## src/rtl/hdfr_pkg.sv

```systemverilog
package hdfr_pkg;
  localparam int WORD_W   = 20;            // two 10-bit lanes
  localparam int LANE_W   = WORD_W / 2;
  localparam int SCR_LEN  = 9;             // x^9 term
  localparam int SCR_TAP  = 4;             // x^4 term
  localparam int OFF_W    = $clog2(WORD_W);
  localparam int STAT_POS = 3;             // status word follows ones, zero, zero

  // x+1 NRZI decode: each bit XOR the bit before it on the wire
  function automatic logic [WORD_W-1:0] nrzi_decode(input logic [WORD_W-1:0] w,
                                                    input logic prev_bit);
    logic [WORD_W:0] ext;
    ext = {w, prev_bit};
    return ext[WORD_W:1] ^ ext[WORD_W-1:0];
  endfunction

  // self-synchronising descramble; hist holds the previous SCR_LEN bits,
  // hist[SCR_LEN-1] being the most recent
  function automatic logic [WORD_W-1:0] descramble(input logic [WORD_W-1:0] s,
                                                   input logic [SCR_LEN-1:0] hist);
    logic [WORD_W+SCR_LEN-1:0] ext;
    logic [WORD_W-1:0] r;
    ext = {s, hist};
    for (int i = 0; i < WORD_W; i++)
      r[i] = ext[SCR_LEN+i] ^ ext[SCR_LEN+i-SCR_TAP] ^ ext[i];
    return r;
  endfunction
endpackage

```

## src/rtl/hdfr_descrambler.sv

```systemverilog
module hdfr_descrambler
  import hdfr_pkg::*;
#(
  parameter int W = WORD_W
) (
  input  logic         clk,
  input  logic         rst_n,
  input  logic [W-1:0] din,
  input  logic         bypass,
  output logic [W-1:0] dout
);
  logic               prev_raw_q;
  logic [SCR_LEN-1:0] hist_q;
  logic [W-1:0]       nrzi_w;
  logic [W-1:0]       clear_w;

  always_comb begin
    nrzi_w  = nrzi_decode(din, prev_raw_q);
    clear_w = descramble(nrzi_w, hist_q);
  end

  always_ff @(posedge clk) begin
    if (!rst_n) begin
      prev_raw_q <= 1'b0;
      hist_q     <= '0;
      dout       <= '0;
    end else begin
      prev_raw_q <= din[W-1];
      hist_q     <= nrzi_w[W-1 -: SCR_LEN];
      dout       <= bypass ? din : clear_w;
    end
  end
endmodule

```

## src/rtl/hdfr_trs_detect.sv

```systemverilog
module hdfr_trs_detect
  import hdfr_pkg::*;
#(
  parameter int W = WORD_W,
  localparam int OW = $clog2(W)
) (
  input  logic [4*W-1:0] win,      // win[0] is the earliest bit
  output logic [W-1:0]   hit_vec,
  output logic           hit,
  output logic [OW-1:0]  hit_off
);
  localparam logic [3*W-1:0] PREAMBLE = {{(2*W){1'b0}}, {W{1'b1}}};

  for (genvar k = 0; k < W; k++) begin : g_off
    assign hit_vec[k] = (win[k +: 3*W] == PREAMBLE);
  end

  always_comb begin
    hit_off = '0;
    for (int k = W-1; k >= 0; k--)
      if (hit_vec[k]) hit_off = OW'(k);
  end
  assign hit = |hit_vec;

  // two offsets can never both match: ones would overlap zeros
  always_comb begin
    assert_single_match_R4: assert ($isunknown(hit_vec) || $onehot0(hit_vec));
  end
endmodule

```

## src/rtl/hdfr_framer.sv

```systemverilog
module hdfr_framer
  import hdfr_pkg::*;
#(
  parameter int W = WORD_W,
  localparam int OW = $clog2(W)
) (
  input  logic         clk,
  input  logic         rst_n,
  input  logic [W-1:0] dsc_in,
  input  logic         bypass,
  input  logic         noise_immune,
  output logic [W-1:0] dout,
  output logic         trs_flag
);
  logic [W-1:0]    w1_q, w2_q, w3_q;
  logic [4*W-1:0]  window;
  logic [W-1:0]    hit_vec;
  logic            hit;
  logic [OW-1:0]   hit_off;
  logic [OW-1:0]   off_q, cand_q, eff_off, out_off;
  logic            cand_v_q;
  logic            is_new, confirm, commit, mark;
  logic [STAT_POS:0] lag_q;

  assign window = {dsc_in, w1_q, w2_q, w3_q};

  hdfr_trs_detect #(.W(W)) u_det (
    .win(window), .hit_vec(hit_vec), .hit(hit), .hit_off(hit_off)
  );

  always_comb begin
    is_new  = hit && (hit_off != off_q);
    confirm = cand_v_q && (cand_q == hit_off);
    commit  = is_new && (!noise_immune || confirm);
    eff_off = commit ? hit_off : off_q;
    out_off = bypass ? '0 : eff_off;
    mark    = hit && (hit_off == out_off);
  end

  always_ff @(posedge clk) begin
    if (!rst_n) begin
      w1_q <= '0; w2_q <= '0; w3_q <= '0;
      off_q <= '0; cand_q <= '0; cand_v_q <= 1'b0;
      dout <= '0;
    end else begin
      w1_q <= dsc_in; w2_q <= w1_q; w3_q <= w2_q;
      dout <= window[out_off +: W];
      if (commit) begin
        off_q    <= hit_off;
        cand_v_q <= 1'b0;
      end else if (is_new) begin
        cand_q   <= hit_off;
        cand_v_q <= 1'b1;
      end else if (hit) begin
        cand_v_q <= 1'b0;
      end
    end
  end

  // status word arrives STAT_POS words after the all-ones word
  for (genvar i = 0; i <= STAT_POS; i++) begin : g_lag
    always_ff @(posedge clk) begin
      if (!rst_n) lag_q[i] <= 1'b0;
      else        lag_q[i] <= (i == 0) ? mark : lag_q[(i == 0) ? 0 : i-1];
    end
  end
  assign trs_flag = lag_q[STAT_POS];

  assert_off_moves_on_hit_R4: assert property (@(posedge clk) disable iff (!rst_n)
    (off_q != $past(off_q)) |-> $past(hit));

  assert_ni_needs_confirm_R5: assert property (@(posedge clk) disable iff (!rst_n)
    ($past(noise_immune) && off_q != $past(off_q)) |-> ($past(cand_v_q) && off_q == $past(cand_q)));

  assert_flag_single_R7: assert property (@(posedge clk) disable iff (!rst_n)
    trs_flag |=> !trs_flag);

  assert_offset_range_R4: assert property (@(posedge clk) disable iff (!rst_n)
    off_q < OW'(W));
endmodule

```

## src/rtl/hd_deser_align.sv

```systemverilog
module hd_deser_align
  import hdfr_pkg::*;
(
  input  logic              clk,
  input  logic              rst_n,
  input  logic [WORD_W-1:0] din,
  input  logic              dsc_bypass,
  input  logic              frm_bypass,
  input  logic              noise_immune,
  output logic [WORD_W-1:0] dout,
  output logic              trs_flag
);
  logic [WORD_W-1:0] dsc_w;

  hdfr_descrambler #(.W(WORD_W)) u_dsc (
    .clk(clk), .rst_n(rst_n), .din(din), .bypass(dsc_bypass), .dout(dsc_w)
  );

  hdfr_framer #(.W(WORD_W)) u_frm (
    .clk(clk), .rst_n(rst_n), .dsc_in(dsc_w), .bypass(frm_bypass),
    .noise_immune(noise_immune), .dout(dout), .trs_flag(trs_flag)
  );

  assert_reset_quiet_R8: assert property (@(posedge clk)
    !$past(rst_n) |-> (dout == '0 && !trs_flag));
endmodule

```

## config.mk

```make
export PLATFORM = sky130hd
export DESIGN_NAME = hd_deser_align
export DESIGN_NICKNAME = d
export VERILOG_FILES = /design/src/rtl/hdfr_pkg.sv /design/src/rtl/hdfr_descrambler.sv /design/src/rtl/hdfr_trs_detect.sv /design/src/rtl/hdfr_framer.sv /design/src/rtl/hd_deser_align.sv
export SDC_FILE = /design/constraint.sdc
export NUM_CORES = 1
export LEC_CHECK = 0
export BUFFER_PORTS_ARGS = -buffer_cell sky130_fd_sc_hd__buf_2
export CAP_MARGIN = 5
export CELL_PAD_IN_SITES_DETAIL_PLACEMENT = 1
export CELL_PAD_IN_SITES_GLOBAL_PLACEMENT = 2
export CORE_MARGIN = 4
export CORE_UTILIZATION = 39
export CTS_CLUSTER_SIZE = 28
export DETAILED_ROUTE_END_ITERATION = 16
export PLACE_DENSITY = 0.9
export SYNTH_ARGS = -nofsm -noshare
export SYNTH_HDL_FRONTEND = slang
export SYNTH_HIERARCHICAL = 1
export SYNTH_SLANG_ARGS = --single-unit
```

## constraint.sdc

```tcl
create_clock -name clk -period 6.4 [get_ports clk]
set_input_delay 0 -clock clk [delete_from_list [all_inputs] [get_ports clk]]
set_output_delay 0 -clock clk [all_outputs]
set_load 0.005 [all_outputs]
```

# Word-level counts from Yosys, hierarchy flattened
# Index checks and enable logic that the tools add are counted.
[totals]
reg_bits = 125
latch_bits = 0
ram_bits = 0
romBits = 0
input_bits = 25
out_inout_bits = 21
elab_cells = 116
n_memories = 0
[op_classes]
n_addsub = 0
mul = 0
n_div = 0
n_lt_le_gt_ge = 0
eq_ne = 23
n_shift = 1
n_mux = 25
bitwise_logic = 43
n_reduce_logical = 10
[ops]
columns = ["operator", "count"]
rows = [
  ["equality test 60 x 20 -> 1 bit, second input constant", 20],
  ["2-to-1 mux 5 bit", 22],
  ["indexed part select 80 x 6 -> 20 bit", 1],
  ["bitwise XOR 1 bit", 40],
  ["2-to-1 mux 20 bit", 1],
  ["OR reduction 20 bit", 1],
  ["bitwise XOR 20 bit", 1],
  ["equality test 5 bit", 2],
  ["inequality test 5 bit", 1],
  ["logical AND 1 bit", 4],
  ["2-to-1 mux 1 bit", 2],
  ["inverter 1 bit", 2],
  ["AND reduction 2 bit", 1],
  ["nonzero test 2 bit", 1],
  ["OR reduction 2 bit", 1],
  ["zero test 1 bit", 1],
  ["logical OR 1 bit", 1],
]

# Depth between registers and ports, before layout
[depth]
depth_word = 29
depth_mapped = 19
ltp_nobuf = 16

# Modules after synthesis
# Netlist, hierarchy kept.
[modules_own_cells]
columns = ["mod", "n_inst", "cells_each", "area_each_um2", "seq_area_each_um2"]
rows = [
  ["hdfr_framer", 1, 627, 5576.6, 1901.8],
  ["hdfr_descrambler", 1, 166, 1672.9, 600.6],
  ["hdfr_trs_detect", 1, 144, 969.7, 0.0],
]

# Worst setup path before layout
# Ideal clock, no wire load.
[synth_path]
path_type = "register to register"
start = "register u_frm.w1_q[5]"
end = "register u_frm.dout[0]"
setup_ns = 0.122
arrival_time_ns = 4.354
t_required_ns = 6.278
slack_ns = 1.924
stages_incl_launch_ff = 19
path_buffers = 2
synth_period_minus_slack_ns = 4.476
cell_sequence = "dfxtp_1 -> nor4_4 -> nand2_1 -> or4_4 -> or4_4 -> nand4_2 -> or2_1 -> buf_2 -> xnor2_2 -> nand4_2 -> o21ai_2 -> nand3_2 -> a21oi_4 -> buf_6 -> mux2i_1 -> a221oi_1 -> a211oi_1 -> a21oi_1 -> a221o_1"
[synth_between]
elab_cells_between_ends = 50
cone_classes = "eq/ne (22); shift (1); mux (22); reduce/logical (5)"
[synth_lines]
columns = ["item", "line", "text"]
rows = [
  ["start, declared", "hdfr_framer.sv:15", "logic [W-1:0] w1_q, w2_q, w3_q;"],
  ["start signal, assigned", "hdfr_framer.sv:46", "w1_q <= dsc_in; w2_q <= w1_q; w3_q <= w2_q;"],
  ["equality test 60 x 20 -> 1 bit", "hdfr_trs_detect.sv:15", "assign hit_vec[k] = (win[k +: 3*W] == PREAMBLE);"],
  ["2-to-1 mux 5 bit (18 in series)", "hdfr_trs_detect.sv:21", "if (hit_vec[k]) hit_off = OW'(k);"],
  ["2-to-1 mux 5 bit (*)", "hdfr_trs_detect.sv:21", ""],
  ["via u_frm.hit_off[2]", "hdfr_framer.sv:19", "logic [OW-1:0] hit_off;"],
  ["equality test 5 bit", "hdfr_framer.sv:33", "confirm = cand_v_q && (cand_q == hit_off);"],
  ["logical AND 1 bit", "hdfr_framer.sv:33", ""],
  ["logical OR 1 bit", "hdfr_framer.sv:34", "commit = is_new && (!noise_immune || confirm);"],
  ["logical AND 1 bit", "hdfr_framer.sv:34", ""],
  ["2-to-1 mux 5 bit (*)", "hdfr_framer.sv:35", "eff_off = commit ? hit_off : off_q;"],
  ["2-to-1 mux 5 bit (*)", "hdfr_framer.sv:36", "out_off = bypass ? '0 : eff_off;"],
  ["indexed part select 80 x 6 -> 20 bit (*)", "hdfr_framer.sv:47", "dout <= window[out_off +: W];"],
  ["end signal, assigned", "hdfr_framer.sv:47", ""],
  ["end, declared", "hdfr_framer.sv:12", "output logic [W-1:0] dout,"],
]
# Mark *: on every way through the listed nets, which the timed path passes. The rest lies on a longest branch.
# A chain may end at the register's enable or synchronous reset.

# Worst setup path after layout
[layout_path]
start = "register u_frm.w1_q[1]"
end = "register u_frm.dout[8]"
# Same word-level chain as after synthesis.

==> impl_results.md <==
* Result of the run: finished clean
* Final TNS setup at 0 ns
* Worst Setup Path Type: reg2reg
* Clk slew on worst S/H paths at about 0.060 ns
* Number of buffers created by CTS at 17
* Synth warn at 6
* Row count at 52
* Dpl ws at around 0.73 ns
* Max Transition Viols Final at 0
* Startpoint of the worst-slack reg-to-reg timing path: u_frm/w1_q[1]
* Starting density of the core at 0.399
* R2r worst-path depth at 18
* Grt total ovfl at 0
* Setup slack of the most critical reg-to-reg path at 0.58 ns
* Worst IR drop on VDD at 0.000177 V
* Die outline area at around 23,000 um2
* Final weighted congestion in routability-driven placement at just under 0.9
* # DRC at 0
* Period utilisation layout at 0.910
* Worst EP required at between 6 and 7 ns
* RSZ-0062 raised after global routing: false
* Slew HR at 0.409
* GR Util All Layers at 0.241
* Total of cells resized after clock tree synthesis at 0
* Number of port buffers at 45
* Global-route wire length before repair at around 45 mm
* Die extent in x at around 150 um
* Static leakage power at between 3 and 4 nW
* Total setup violations reported at the end of the flow at 0
* Layout overhead on the synthesized area at 15.4%
* Worst-Margin Slew at about 0.89 ns
* Share of layout cells above drive strength 1 at 0.149
* Final setup margin at approximately 0.58 ns
* Pin count of the biggest net entering global routing at 47
* Endpoint with the worst hold slack: u_frm/off_q[3]
* Post-synthesis instance total at approximately 900
* Path category of the worst min-delay check: in2reg
* Worst Hold Path Cells at 4
* I/O pin cnt at 46
* Clk Tree Root Cell: sky130_fd_sc_hd__clkbuf_16
* Clock tree from TritonCTS: built
* Core area at between 20,000 and 25,000 um2
* Half-perimeter wire length after placement at roughly 20 mm
* Worst Hold Slack at ~0.14 ns
* Clock network latency to the later pin of the worst-skew pair at about 0.44 ns
* Startpoint of the tightest hold check path: noise_immune
* Max FO, Critical Path at 15
* Detailed-router iteration count before antenna repair at 5
* Synthesized area at between 8000 and 9000 um2
* Die Height at ~150 um
* CP Launch Type: register
* Final std cells w/o fill at between 1,000 and 1,500
* Max Clock Skew at approximately 0.021 ns
* Vias at approximately 7,500
* Bufs on Longest Clock Path at 2
* Final Critical Period at 5.82 ns
* Worst reg2reg endpoint: u_frm/dout[8]
* CTS HTree Levels at 4
* Number of antenna violations at the first check in global routing at 0
* Final-stage net count at 990
* Routed WL per cell at roughly 23 um
* Kind of end point of the critical path: register
* Post-Route WL at ~28 mm
* Count of placed standard cells including taps at roughly 1,200
* Vias in the first global route at roughly 7,700
* Peak Freq at about 170 MHz
* Average footprint of a synthesized cell at about 8.8 um2
* Crit path arrival time at slightly above 6 ns
* Final hold violation count at 0
* Number of nets with antenna violations after routing at 0
* Diode count at 0
* Synth Net Count at about 950
* Number of vias per cell after detailed routing at ~6
* Sink Count at roughly 130
* Number of design-rule violations left by the first detailed-router iteration at around 630
* Max_cap viols at 0
* Power Density at 218 nW/um2
power breakdown:
group          total [mW]  leakage (nW)  switching (mW)  internal, mW
combinational       0.229          2.42           0.117         0.111
sequential          0.862          1.02          0.0481         0.814
clock               0.957         0.281           0.393         0.564
metrics by stage:
stage	util	total power, mW	area (um2)
5_1_grt	0.461	2.13	9410
3_5_place_dp	0.421	1.09	8590
4_1_cts	0.461	2.06	9410
6_report	0.461	2.05	9410
3_3_place_gp	0.421	1.08	8590
2_1_floorplan	-	1.01	8160
state kept, by name, summed over array words and instances (netlist names):
signal / count
u_dsc/dout: 20
u_dsc/hist_q: 9
u_dsc/prev_raw_q: 1
u_frm/cand_q: 5
u_frm/cand_v_q: 1
u_frm/dout: 20
u_frm/lag_q: 3
u_frm/off_q: 5
u_frm/trs_flag: 1
u_frm/w1_q: 20
u_frm/w2_q: 20
u_frm/w3_q: 20
worst max path at each step:
stage / from / end / slack (ns)
after CTS: u_frm/w1_q[1] / u_frm/dout[8] / 0.63
after floorplan: u_frm/w1_q[5] / u_frm/dout[0] / 1.94
after global routing: u_frm/w2_q[0] / u_frm/dout[17] / 0.14
after detailed placement: u_frm/w1_q[1] / u_frm/dout[8] / 0.73
final: u_frm/w1_q[1] / u_frm/dout[8] / 0.58
after global placement: u_frm/w2_q[7] / u_frm/dout[8] / 0.76
cells in the final DEF, fill, tap and decap left out, types with 4 or more instances in the layout:
master	instances
sky130_fd_sc_hd__inv_1	6
sky130_fd_sc_hd__nand4_1	19
sky130_fd_sc_hd__nor4_1	10
sky130_fd_sc_hd__dfxtp_1	125
sky130_fd_sc_hd__buf_4	17
sky130_fd_sc_hd__nor3_1	15
sky130_fd_sc_hd__nor2_1	26
sky130_fd_sc_hd__o221ai_1	5
sky130_fd_sc_hd__a221oi_1	5
sky130_fd_sc_hd__nand4b_1	6
sky130_fd_sc_hd__or3_1	20
sky130_fd_sc_hd__clkbuf_16	17
sky130_fd_sc_hd__xnor2_2	5
sky130_fd_sc_hd__nor4b_1	6
sky130_fd_sc_hd__xnor3_1	10
sky130_fd_sc_hd__nand3b_1	4
sky130_fd_sc_hd__and3_1	6
sky130_fd_sc_hd__and2_1	77
sky130_fd_sc_hd__mux2_2	10
sky130_fd_sc_hd__mux2i_1	82
sky130_fd_sc_hd__nor2b_1	15
sky130_fd_sc_hd__buf_2	45
sky130_fd_sc_hd__xor2_1	17
sky130_fd_sc_hd__o211ai_1	7
sky130_fd_sc_hd__a211oi_1	10
sky130_fd_sc_hd__nand3_1	14
sky130_fd_sc_hd__a21oi_1	63
sky130_fd_sc_hd__nor3b_1	4
sky130_fd_sc_hd__a31oi_1	6
sky130_fd_sc_hd__nand2_1	94
sky130_fd_sc_hd__xnor2_1	34
sky130_fd_sc_hd__inv_6	6
sky130_fd_sc_hd__o21ai_0	32
sky130_fd_sc_hd__mux4_2	7
sky130_fd_sc_hd__nor4bb_1	9
sky130_fd_sc_hd__a22oi_1	16
sky130_fd_sc_hd__dlygate4sd3_1	24
sky130_fd_sc_hd__a21boi_0	5
sky130_fd_sc_hd__o22ai_1	13
routing by layer:
| metal | GRT usage | part of all wire | up-vias |
|---|---|---|---|
| met5 | 0 | 0 | - |
| met4 | 0.0887 | 0.028 | 0 |
| met3 | 0.0375 | 0.056 | 56 |
| met2 | 0.401 | 0.48 | 263 |
| met1 | 0.317 | 0.43 | 3728 |
| li1 | - | - | 3459 |
what timing repair did:
item,in CTS,in global routing
setup buffers,0,0
endpoints found under the hold margin,27,0
hold buffers,24,0
area by class of cell:
| type | count | area, um2 |
|---|---|---|
| fillers | 2375 | 11000 |
| multi-input cells | 726 | 5330 |
| well taps | 270 | 338 |
| flip-flops and latches | 125 | 2500 |
| clock buffers | 20 | 457 |
| repair buffers | 88 | 633 |
| clock inverters | 12 | 123 |
| inverters | 7 | 26.3 |
critical path, stage by stage, from the launching register on:
cell,delay [ns]
sky130_fd_sc_hd__dfxtp_1,0.37
sky130_fd_sc_hd__nor3_1,0.46
sky130_fd_sc_hd__nand3_2,0.26
sky130_fd_sc_hd__or4_4,0.59
sky130_fd_sc_hd__or4_4,0.49
sky130_fd_sc_hd__nand4_2,0.12
sky130_fd_sc_hd__or2_1,0.35
sky130_fd_sc_hd__xnor2_2,0.18
sky130_fd_sc_hd__nand4_2,0.19
sky130_fd_sc_hd__o21ai_2,0.38
sky130_fd_sc_hd__nand3_2,0.19
sky130_fd_sc_hd__a21oi_4,0.52
sky130_fd_sc_hd__buf_4,0.24
sky130_fd_sc_hd__buf_4,0.16
sky130_fd_sc_hd__mux2i_1,0.35
sky130_fd_sc_hd__a22oi_1,0.22
sky130_fd_sc_hd__or3_1,0.35
sky130_fd_sc_hd__o311ai_0,0.11
sky130_fd_sc_hd__o22ai_1,0.13
Power figures use the tool's default switching activity.
